[src/rtl/tok_pkg.sv]
package tok_pkg;
    typedef enum logic [1:0] {
        SLOT_FREE    = 2'd0,
        SLOT_ARMED   = 2'd1,
        SLOT_TRIMMED = 2'd2
    } slot_state_e;
endpackage

[src/rtl/tok_slot.sv]
module tok_slot
    import tok_pkg::*;
#(
    parameter int NUM_CHIPS  = 8,
    parameter int CW         = 3,
    parameter int WRITE_LAT  = 16,
    parameter bit RELEASE_EN = 1'b1
) (
    input  logic                    clk,
    input  logic                    rst_n,
    input  logic                    load,
    input  logic [NUM_CHIPS*CW-1:0] load_need,
    input  logic                    rel_hit,
    input  logic [NUM_CHIPS*CW-1:0] rel_actual,
    output logic                    busy,
    output logic [NUM_CHIPS*CW-1:0] ret_vec,
    output logic [NUM_CHIPS*CW-1:0] refund_vec,
    output logic [NUM_CHIPS*CW-1:0] held_vec
);
    localparam int TW = $clog2(WRITE_LAT + 1);

    slot_state_e             state_q, state_d;
    logic [TW-1:0]           timer_q;
    logic [NUM_CHIPS*CW-1:0] held_q;
    logic                    expiring;
    logic                    take_rel;

    assign expiring = (state_q != SLOT_FREE) && (timer_q == TW'(1));

    generate
        if (RELEASE_EN) begin : g_rel
            assign take_rel = rel_hit && (state_q == SLOT_ARMED) && !expiring;
        end else begin : g_norel
            assign take_rel = 1'b0;
        end
    endgenerate

    // next-state process
    always_comb begin
        state_d = state_q;
        unique case (state_q)
            SLOT_FREE:    if (load) state_d = SLOT_ARMED;
            SLOT_ARMED:   if (expiring) state_d = SLOT_FREE;
                          else if (take_rel) state_d = SLOT_TRIMMED;
            SLOT_TRIMMED: if (expiring) state_d = SLOT_FREE;
            default:      state_d = SLOT_FREE;
        endcase
    end

    // state register
    always_ff @(posedge clk) begin
        if (!rst_n) state_q <= SLOT_FREE;
        else        state_q <= state_d;
    end

    // outputs
    always_comb begin
        busy = (state_q != SLOT_FREE);
        held_vec = held_q;
        ret_vec = expiring ? held_q : '0;
        refund_vec = '0;
        for (int c = 0; c < NUM_CHIPS; c++) begin
            if (take_rel && (held_q[c*CW +: CW] > rel_actual[c*CW +: CW]))
                refund_vec[c*CW +: CW] = held_q[c*CW +: CW] - rel_actual[c*CW +: CW];
        end
    end

    // timer and reservation data
    always_ff @(posedge clk) begin
        if (!rst_n) begin
            timer_q <= '0;
            held_q  <= '0;
        end else begin
            if (load && state_q == SLOT_FREE) begin
                timer_q <= TW'(WRITE_LAT);
                held_q  <= load_need;
            end else begin
                if (state_q != SLOT_FREE) timer_q <= timer_q - TW'(1);
                if (expiring)      held_q <= '0;
                else if (take_rel) held_q <= held_q - refund_vec;
            end
        end
    end


    load_free_chk: assert property (@(posedge clk) disable iff (!rst_n)
        load |-> (state_q == SLOT_FREE));

    expire_free_chk: assert property (@(posedge clk) disable iff (!rst_n)
        expiring |=> (state_q == SLOT_FREE));

    trim_hold_chk: assert property (@(posedge clk) disable iff (!rst_n)
        (state_q == SLOT_TRIMMED) |=> ($stable(held_q) || state_q == SLOT_FREE));
endmodule

[src/rtl/tok_pool.sv]
module tok_pool #(
    parameter int NUM_CHIPS = 8,
    parameter int TOK_MAX   = 4,
    parameter int CW        = 3,
    parameter int SW        = 7
) (
    input  logic                    clk,
    input  logic                    rst_n,
    input  logic [NUM_CHIPS*SW-1:0] ret_sum,
    input  logic [NUM_CHIPS*SW-1:0] refund_sum,
    input  logic                    take,
    input  logic [NUM_CHIPS*CW-1:0] take_need,
    output logic [NUM_CHIPS*SW-1:0] avail,
    output logic [NUM_CHIPS*CW-1:0] level
);
    logic [NUM_CHIPS*CW-1:0] level_q, level_d;
    logic                    short_any;

    always_comb begin
        short_any = 1'b0;
        for (int c = 0; c < NUM_CHIPS; c++) begin
            logic [SW-1:0] a, nxt;
            a   = SW'(level_q[c*CW +: CW]) + ret_sum[c*SW +: SW] + refund_sum[c*SW +: SW];
            nxt = a - (take ? SW'(take_need[c*CW +: CW]) : SW'(0));
            avail[c*SW +: SW]   = a;
            level_d[c*CW +: CW] = nxt[CW-1:0];
            if (take && SW'(take_need[c*CW +: CW]) > a) short_any = 1'b1;
        end
    end

    always_ff @(posedge clk) begin
        if (!rst_n) begin
            for (int c = 0; c < NUM_CHIPS; c++) level_q[c*CW +: CW] <= CW'(TOK_MAX);
        end else begin
            level_q <= level_d;
        end
    end

    assign level = level_q;


    no_underflow_chk: assert property (@(posedge clk) disable iff (!rst_n) !short_any);

    generate
        for (genvar c = 0; c < NUM_CHIPS; c++) begin : g_cap

            pool_cap_chk: assert property (@(posedge clk) disable iff (!rst_n)
                level_q[c*CW +: CW] <= CW'(TOK_MAX));
        end
    endgenerate
endmodule

[src/rtl/tok_arbiter.sv]
module tok_arbiter #(
    parameter int NUM_CHIPS = 8,
    parameter int NUM_CAND  = 4,
    parameter int NUM_SLOTS = 8,
    parameter int CW        = 3,
    parameter int SW        = 7,
    parameter int BW        = 3,
    parameter int IW        = 2
) (
    input  logic [NUM_CAND-1:0]             cand_valid,
    input  logic [NUM_CAND*NUM_CHIPS*CW-1:0] cand_need,
    input  logic [NUM_CAND*BW-1:0]          cand_bank,
    input  logic [NUM_SLOTS-1:0]            slot_busy,
    input  logic [NUM_CHIPS*SW-1:0]         avail,
    output logic                            grant_valid,
    output logic [IW-1:0]                   grant_idx,
    output logic [NUM_CHIPS*CW-1:0]         grant_need,
    output logic [BW-1:0]                   grant_bank
);
    localparam int NW = NUM_CHIPS * CW;

    logic [NUM_CAND-1:0] fits;

    always_comb begin
        for (int k = 0; k < NUM_CAND; k++) begin
            logic ok;
            logic [BW-1:0] b;
            b  = cand_bank[k*BW +: BW];
            ok = cand_valid[k] && (int'(b) < NUM_SLOTS) && !slot_busy[b];
            for (int c = 0; c < NUM_CHIPS; c++) begin
                if (SW'(cand_need[k*NW + c*CW +: CW]) > avail[c*SW +: SW]) ok = 1'b0;
            end
            fits[k] = ok;
        end
    end

    always_comb begin
        grant_valid = 1'b0;
        grant_idx   = '0;
        for (int k = NUM_CAND - 1; k >= 0; k--) begin
            if (fits[k]) begin
                grant_valid = 1'b1;
                grant_idx   = IW'(k);
            end
        end
        grant_need = cand_need[grant_idx*NW +: NW];
        grant_bank = cand_bank[grant_idx*BW +: BW];
    end
endmodule

[src/rtl/pwr_token_alloc.sv]
module pwr_token_alloc #(
    parameter int NUM_CHIPS  = 8,
    parameter int TOK_MAX    = 4,
    parameter int NUM_CAND   = 4,
    parameter int NUM_SLOTS  = 8,
    parameter int WRITE_LAT  = 16,
    parameter bit RELEASE_EN = 1'b1,
    localparam int CW = $clog2(TOK_MAX + 1),
    localparam int BW = (NUM_SLOTS > 1) ? $clog2(NUM_SLOTS) : 1,
    localparam int IW = (NUM_CAND > 1) ? $clog2(NUM_CAND) : 1
) (
    input  logic                             clk,
    input  logic                             rst_n,
    input  logic [NUM_CAND-1:0]              cand_valid,
    input  logic [NUM_CAND*NUM_CHIPS*CW-1:0] cand_need,
    input  logic [NUM_CAND*BW-1:0]           cand_bank,
    input  logic                             rel_valid,
    input  logic [BW-1:0]                    rel_bank,
    input  logic [NUM_CHIPS*CW-1:0]          rel_actual,
    output logic                             grant_valid,
    output logic [IW-1:0]                    grant_idx,
    output logic [NUM_CHIPS*CW-1:0]          pool_level
);
    localparam int SW = CW + $clog2(NUM_SLOTS + 1) + 1;
    localparam int NW = NUM_CHIPS * CW;

    logic [NUM_SLOTS-1:0]    slot_busy;
    logic [NUM_SLOTS*NW-1:0] slot_ret, slot_refund, slot_held;
    logic [NUM_CHIPS*SW-1:0] ret_sum, refund_sum, held_sum, avail;
    logic [NW-1:0]           grant_need;
    logic [BW-1:0]           grant_bank;

    generate
        for (genvar s = 0; s < NUM_SLOTS; s++) begin : g_slot
            tok_slot #(
                .NUM_CHIPS(NUM_CHIPS), .CW(CW),
                .WRITE_LAT(WRITE_LAT), .RELEASE_EN(RELEASE_EN)
            ) u_slot (
                .clk        (clk),
                .rst_n      (rst_n),
                .load       (grant_valid && grant_bank == BW'(s)),
                .load_need  (grant_need),
                .rel_hit    (rel_valid && rel_bank == BW'(s)),
                .rel_actual (rel_actual),
                .busy       (slot_busy[s]),
                .ret_vec    (slot_ret[s*NW +: NW]),
                .refund_vec (slot_refund[s*NW +: NW]),
                .held_vec   (slot_held[s*NW +: NW])
            );
        end
    endgenerate

    always_comb begin
        ret_sum = '0;
        refund_sum = '0;
        held_sum = '0;
        for (int s = 0; s < NUM_SLOTS; s++) begin
            for (int c = 0; c < NUM_CHIPS; c++) begin
                ret_sum[c*SW +: SW]    = ret_sum[c*SW +: SW]    + SW'(slot_ret[s*NW + c*CW +: CW]);
                refund_sum[c*SW +: SW] = refund_sum[c*SW +: SW] + SW'(slot_refund[s*NW + c*CW +: CW]);
                held_sum[c*SW +: SW]   = held_sum[c*SW +: SW]   + SW'(slot_held[s*NW + c*CW +: CW]);
            end
        end
    end

    tok_pool #(
        .NUM_CHIPS(NUM_CHIPS), .TOK_MAX(TOK_MAX), .CW(CW), .SW(SW)
    ) u_pool (
        .clk        (clk),
        .rst_n      (rst_n),
        .ret_sum    (ret_sum),
        .refund_sum (refund_sum),
        .take       (grant_valid),
        .take_need  (grant_need),
        .avail      (avail),
        .level      (pool_level)
    );

    tok_arbiter #(
        .NUM_CHIPS(NUM_CHIPS), .NUM_CAND(NUM_CAND), .NUM_SLOTS(NUM_SLOTS),
        .CW(CW), .SW(SW), .BW(BW), .IW(IW)
    ) u_arb (
        .cand_valid  (cand_valid),
        .cand_need   (cand_need),
        .cand_bank   (cand_bank),
        .slot_busy   (slot_busy),
        .avail       (avail),
        .grant_valid (grant_valid),
        .grant_idx   (grant_idx),
        .grant_need  (grant_need),
        .grant_bank  (grant_bank)
    );

    logic conserve_ok;
    always_comb begin
        conserve_ok = 1'b1;
        for (int c = 0; c < NUM_CHIPS; c++) begin
            if (SW'(pool_level[c*CW +: CW]) + held_sum[c*SW +: SW] != SW'(TOK_MAX))
                conserve_ok = 1'b0;
        end
    end


    conserve_chk: assert property (@(posedge clk) disable iff (!rst_n) conserve_ok);

    grant_src_chk: assert property (@(posedge clk) disable iff (!rst_n)
        grant_valid |-> cand_valid[grant_idx]);

    grant_bank_chk: assert property (@(posedge clk) disable iff (!rst_n)
        grant_valid |=> slot_busy[$past(grant_bank)]);
endmodule

[config.mk]
export PLATFORM = sky130hd
export DESIGN_NAME = pwr_token_alloc
export DESIGN_NICKNAME = d
export VERILOG_FILES = /design/src/rtl/tok_pkg.sv /design/src/rtl/tok_slot.sv /design/src/rtl/tok_pool.sv /design/src/rtl/tok_arbiter.sv /design/src/rtl/pwr_token_alloc.sv
export SDC_FILE = /design/constraint.sdc
export NUM_CORES = 2
export LEC_CHECK = 0
export CORE_AREA = 3 3 397 399
export CTS_BUF_LIST = sky130_fd_sc_hd__clkbuf_4
export CTS_CLUSTER_DIAMETER = 60
export DETAILED_ROUTE_END_ITERATION = 7
export DIE_AREA = 0 0 400 402
export MAX_ROUTING_LAYER = met4
export PLACE_DENSITY_LB_ADDON = 0.25
export SYNTH_ARGS = -nofsm -noshare
export SYNTH_HDL_FRONTEND = slang
export SYNTH_HIERARCHICAL = 1
export SYNTH_SLANG_ARGS = --single-unit
export TNS_END_PERCENT = 100
[constraint.sdc]
create_clock -name clk -period 31.8 [get_ports clk]
set_input_delay 6.36 -clock clk [delete_from_list [all_inputs] [get_ports clk]]
set_output_delay 6.36 -clock clk [all_outputs]
set_load 0.02 [all_outputs]
Word-level counts from Yosys, hierarchy flattened
Index checks and enable logic that the tools add are counted.

Output and inout port bits: 27. Logic and storage cells: 802. Bits of input ports: 142. Flip-flop bits (word level): 272.

Reduce and logical (&&, ||, !) cells: 178. $lt $le $gt $ge: 100. Add/sub/neg operators: 216. Multiplexer cells: 208. Shifts and indexed selects: 2. Bitwise logic cells: 1. Equality and inequality tests: 62. Multipliers: 2.

Operators by type and width (count): 2-to-1 mux 24 bit (32); adder 8 x 3 -> 8 bit (32); greater-than comparator 3 x 8 -> 1 bit (32); 2-to-1 mux 3 bit (72); subtractor 3 bit (72); greater-than comparator 3 bit (64); subtractor 24 bit (8); adder 7 x 3 -> 8 bit (16); logical AND 1 bit (116); adder 6 x 3 -> 7 bit (16); adder 5 x 3 -> 6 bit (16); indexed part select 96 x 8 -> 24 bit (1); adder 4 x 3 -> 5 bit (16); 2-to-1 mux 5 bit (16); 2-to-1 mux 2 bit (36); adder 3 x 3 -> 4 bit (16); adder 3 x 8 -> 8 bit (8); adder 8 bit (8); case mux 2 bit (3 select lines) (8); equality test 5 x 1 -> 1 bit (second input constant) (8); 2-to-1 mux 1 bit (40); subtractor 5 x 1 -> 5 bit (second input constant) (8); inequality test 2 x 1 -> 1 bit (second input constant) (16); nonzero test 2 bit (16); 17 further kinds (96).

Logic depth before layout (Yosys ltp)
Depth in word-level cells: 33. Mapped depth: 49. Gate-level depth less buffers: 45.

Modules after synthesis
The synthesis kept the hierarchy.

By module, submodules not included: tok_slot (g_slot[0].u_slot ...) (seq. area each 620.6 µm², times used 5, cells an instance 515, area an instance 3968.8 µm²); pwr_token_alloc (seq. area each 0.0 µm², times used 1, cells an instance 909, area an instance 9326.4 µm²); tok_slot (g_slot[7].u_slot) (seq. area each 620.6 µm², times used 1, cells an instance 565, area an instance 4199.0 µm²); tok_pool (seq. area each 480.5 µm², times used 1, cells an instance 438, area an instance 4170.2 µm²); tok_slot (g_slot[6].u_slot) (seq. area each 620.6 µm², times used 1, cells an instance 535, area an instance 4042.6 µm²); tok_slot (g_slot[5].u_slot) (seq. area each 620.6 µm², times used 1, cells an instance 523, area an instance 4020.1 µm²); tok_arbiter (seq. area each 0.0 µm², times used 1, cells an instance 489, area an instance 3788.6 µm²).

Worst setup path after synthesis
Ideal clock, no wire load.

Path kind: input to output. Start point: input port rel_bank[2]. End point: output port grant_idx[1]. Slack: 11236 ps. Path buffers: 3. Data required time: 25440 ps. Stages: 34. Arrival: 14204 ps. Cell sequence: nand2b_1 -> nor3_1 -> and3b_1 -> buf_4 -> nand2_4 -> buf_6 -> a311oi_1 -> nand2_1 -> inv_1 -> inv_1 -> fa_1 -> fa_1 -> inv_1 -> fa_1 -> ha_1 -> inv_1 -> fa_1 -> inv_1 -> fa_1 -> fa_1 -> fa_1 -> fa_1 -> a211oi_1 -> o21bai_1 -> a21oi_2 -> xnor2_1 -> nor2_1 -> nand2_1 -> a211oi_1 -> a2111oi_1 -> buf_4 -> nand3_4 -> and2_1 -> nor3_1.

Elaborated cells between the ends (all ways): 292. Those cells by class: 64 x add/sub; 32 x order compare; 7 x eq/ne; 100 x mux; 89 x reduce/logical.

RTL lines: from (decl) (line pwr_token_alloc.sv:18) `input logic [BW-1:0] rel_bank,`; zero test 3 bit * (line pwr_token_alloc.sv:43) `.rel_hit (rel_valid && rel_bank == BW'(s)),`; logical AND 1 bit * (line pwr_token_alloc.sv:43); logical AND 1 bit * (2 in a row) (line tok_slot.sv:32) `assign take_rel = rel_hit && (state_q == SLOT_ARMED) && !expiring;`; logical AND 1 bit * (line tok_slot.sv:63) `if (take_rel && (held_q[c*CW +: CW] > rel_actual[c*CW +: CW]))`; 2-to-1 mux 3 bit * (line tok_slot.sv:63); net slot_refund[22] (line pwr_token_alloc.sv:28) `logic [NUM_SLOTS*NW-1:0] slot_ret, slot_refund, slot_held;`; adder 3 x 3 -> 4 bit * (line pwr_token_alloc.sv:60) `refund_sum[c*SW +: SW] = refund_sum[c*SW +: SW] + SW'(slot_refund[s*NW + c*CW +: CW]);`; adder 4 x 3 -> 5 bit * (line pwr_token_alloc.sv:60); [... 3 more ...]; adder 8 x 3 -> 8 bit * (2 in a row) (line pwr_token_alloc.sv:60); net refund_sum[58] (line pwr_token_alloc.sv:29) `logic [NUM_CHIPS*SW-1:0] ret_sum, refund_sum, held_sum, avail;`; adder 8 bit * (line tok_pool.sv:23) `a = SW'(level_q[c*CW +: CW]) + ret_sum[c*SW +: SW] + refund_sum[c*SW +: SW];`; net avail[63] (line pwr_token_alloc.sv:29); greater-than comparator 3 x 8 -> 1 bit (line tok_arbiter.sv:31) `if (SW'(cand_need[k*NW + c*CW +: CW]) > avail[c*SW +: SW]) ok = 1'b0;`; 2-to-1 mux 1 bit (line tok_arbiter.sv:31); 2-to-1 mux 2 bit (3 in a row) (line tok_arbiter.sv:41) `if (fits[k]) begin`; 2-to-1 mux 2 bit * (line tok_arbiter.sv:41); to (decl) (line pwr_token_alloc.sv:21) `output logic [IW-1:0] grant_idx,`.

The timed path passes the listed nets; every way through them passes the cells marked *.

Worst setup path after layout
Start point: input port rel_bank[2]. End point: output port grant_idx[0].

Elaborated cells between the ends (all ways): 292. Those cells by class: 64 x add/sub; 32 x order compare; 7 x eq/ne; 100 x mux; 89 x reduce/logical.

RTL lines (line): zero test 3 bit * (pwr_token_alloc.sv:43); logical AND 1 bit * (pwr_token_alloc.sv:43); logical AND 1 bit * (2 in a row) (tok_slot.sv:32); logical AND 1 bit * (tok_slot.sv:63); 2-to-1 mux 3 bit * (tok_slot.sv:63); net slot_refund[19] (pwr_token_alloc.sv:28); adder 3 x 3 -> 4 bit * (pwr_token_alloc.sv:60); adder 4 x 3 -> 5 bit * (pwr_token_alloc.sv:60); [... 3 more ...]; adder 8 x 3 -> 8 bit * (2 in a row) (pwr_token_alloc.sv:60); net refund_sum[50] (pwr_token_alloc.sv:29); adder 8 bit * (tok_pool.sv:23); net avail[55] (pwr_token_alloc.sv:29); greater-than comparator 3 x 8 -> 1 bit (tok_arbiter.sv:31); 2-to-1 mux 1 bit (2 in a row) (tok_arbiter.sv:31); 2-to-1 mux 2 bit (3 in a row) (tok_arbiter.sv:41); 2-to-1 mux 2 bit * (tok_arbiter.sv:41).

Marked as above.

==> reports/results.txt <==
Total CTS buffers - 94
Post-DR wirelength/cell - 24.06 um
Max VDD drop - 0.00005475 V
Cts repair resizes - 0
Total global routing overflow - 0
Max incr delay on CP - 0.83 ns
WP data arrival - 17.21 ns
Achievable Freq - 42.43 MHz
Synth Cell Area - 49390 um^2
Area grow syn2layout - 11.74%
Worst Hold Path Cells - 1
Clock buffer depth - 3
RR Startpoint - g_slot[0].u_slot/timer_q[0]$_SDFFE_PP0P_
Number of synthesized flops with an enable pin - 0
Leak pwr - 26.42 nW
Mux cell area share after synthesis - 1.801%
Worst-path clk slew - 0.06 ns
Fraction of the yosys area taken by sequential cells - 11.02%
Die H - 402 um
Clock sink count - 272
Worst hold path class - flop to flop
Status - completed
Crit-path slowest cell - and3_1
Post-layout net count - 7495
Post-route DRC violation count - 0
Multi-input logic area - 39890 um^2
FFs w/ async S/R, synth - 0%
Worst slew pin tran - 1.267 ns
Post-synthesis xor/xnor area fraction - 5.426%
Final wirelength - 202500 um
#FFs+latches synth - 272
Slew Limit Headroom - 15.21%
Vias/cell - 5.516
Max-slew violations - 0
Post-synth top area cell - ha_1
Share of the synthesized area in the top cell type - 17.78%
Global Route Usage Sum - 25.22%
Crit path kind - primary input to output port
Unrepaired setup endpoints after global routing - no
Req. time, crit path - 25.44 ns
Yosys Warn Count - 6
Largest net degree at the start of global routing - 54
Initial antenna violation count - 14
CP startpoint kind - primary input
DR iter-0 viols - 4089
First-pass GRT wire length - 295500 um
Num rows - 144
Vias - 46420
Hold Crit Start - g_slot[4].u_slot/state_q[1]$_SDFFE_PN0P_
Min Tclk post-route - 23.57 ns
CP Capture Type - output port
Worst reg-to-reg path cell count - 40
Clock root cell - clkbuf_4
Fin crit share - 74.11%
Final Non-Filler Cells - 8417
DP Worst Slack - 8.308 ns
PD cells - 107.6 nW/um^2
Fin. Hold Viols - 0
Register area - 5445 um^2
Placed cells - 8242
Worst setup margin - 8.233 ns
Hold-fix buffers, CTS - 0
Setup Viol. Count Final - 0
Largest family of logic cells by synthesized area - adder cells
Worst Skew - 0.1233 ns
Drt pass-1 iters - 6
Initial core utilization - 32.02%
Fill cell count - 16230
Final setup TNS - 0 ns
Cells after Synth - 6034
CP dominant cell by count - fa_1
Vias in the first global route - 45730
Proportion of layout cells with a drive suffix above 1 - 8.362%
Synth Flop Type - dfxtp_1
Number of I/O port buffers - 168
Syn_area_per_cell - 8.185 um^2
Die X - 400 um
Critical path fanouts, max - 29
Compound-cell area share of the yosys netlist - 23.08%
Core Area - 154200 um^2
Antenna-violating nets left - 0
Number of H-tree levels - 3
I/O pin count - 169
Area of the die - 160800 um^2
Worst-Skew Late Latency - 1.08 ns
Post-Synth Adder-Cell Area - 32.25%
Max-cap violations - 0
Setup Buffers After CTS - 0
Largest cells by area after synthesis - ha_1 (18%), fa_1 (14%), dfxtp_1 (11%)
Yosys cell types - 130
Critical path origin - rel_bank[2]
Post-DP HPWL - 166800 um
RePlAce Congestion - 0.9802
TritonCTS clock tree - done
Hold WS - 0.4956 ns
Post-synthesis simple-gate area fraction - 17.92%
## metal layers
layer,part of all wire (%),GRT usage [%]
met4,3.3,7.278
met2,45,39.85
met1,44,33.40
met3,7.1,3.675
met5,0,-
## critical path, delay by kind of cell
kind / cells / cell delay (ns)
XOR/XNOR: 1 / 0.18
adder cells (fa/ha/maj): 9 / 4.29
buffers and inverters: 9 / 1.76
AO/OA/AOI/OAI: 6 / 1.23
AND/OR/NAND/NOR: 10 / 3.32
## power breakdown
group	internal [mW]	switching, mW
Sequential	0.486	0.204
Combinational	1.91	2.93
Clock	0.203	0.208
Total	2.60	3.34
## state kept, by name (all words and copies together), names as in the netlist
register,count
g_slot.u_slot/held_vec,192
g_slot.u_slot/state_q,16
g_slot.u_slot/timer_q,40
u_pool/level,24
## per-stage QoR
stage | cell area (um^2) | utilization, % | power, mW
after global placement | 54000 | 35.01 | 5.381
after detailed placement | 54000 | 35.01 | 5.412
after floorplan | 49470 | - | 3.985
after CTS | 55160 | 35.77 | 5.860
after global routing | 55190 | 35.78 | 6.354
final | 55190 | 35.78 | 5.941
## Yosys cell counts (all sizes together), types with 113 or more instances
| cell type | number |
|---|---|
| a21o | 118 |
| ha | 702 |
| a21oi | 338 |
| dfxtp | 272 |
| nand2 | 383 |
| clkbuf | 115 |
| inv | 950 |
| o21ai | 281 |
| and3 | 161 |
| xnor2 | 193 |
| fa | 357 |
| xor2 | 113 |
| nor2b | 127 |
| nor3 | 123 |
| nor2 | 443 |
## layout by cell type, fill, tap and decap left out, types with 26 or more instances in the layout
cell and instances:
inv_1 950, ha_1 702, nor2_1 432, nand2_1 374, fa_1 357, a21oi_1 332, dfxtp_1 272, o21ai_0 227
xnor2_1 193, clkdlybuf4s50_1 167, and3_1 160, clkbuf_4 136, nor2b_1 121, a21o_1 118, nor3_1 117, buf_4 115
xor2_1 113, a211oi_1 87, nand3_1 87, and2_1 71, nand2b_1 69, o211ai_1 63, a22oi_1 59, a31oi_1 57
o21a_1 56, a221oi_1 44, o22ai_1 40, o21ai_1 33, o311ai_0 33, mux2i_1 32, or2_2 31, nor4_1 29
or3_1 28, nand3b_1 26, o31ai_1 26
## path summary, 6_finish.rpt
check | end | slack (ns)
max reg2reg | g_slot[5].u_slot/held_vec[8]$_SDFFE_PN0P_ | 18.55
max | grant_idx[0] | 8.23
min | g_slot[4].u_slot/state_q[0]$_SDFFE_PN0P_ | 0.50
min reg2reg | g_slot[4].u_slot/state_q[0]$_SDFFE_PN0P_ | 0.50
## logic make-up after synthesis
logic type / Yosys count
flip-flops: 272
adder cells (fa/ha/maj): 1059
buffers and inverters: 1090
multiplexers: 66
other: 1
AND/OR/NAND/NOR: 1696
AO/OA/AOI/OAI: 1544
XOR/XNOR: 306
## layout make-up
type	instances	area share, %
multi-input cells	4694	72.29
flip-flops and latches	272	9.866
inverters	950	6.461
well taps	2044	4.634
repair buffers	282	4.593
clock buffers	136	1.850
clock inverters	28	0.2585
diodes	11	0.04988
(Power assumes the default switching activity.)
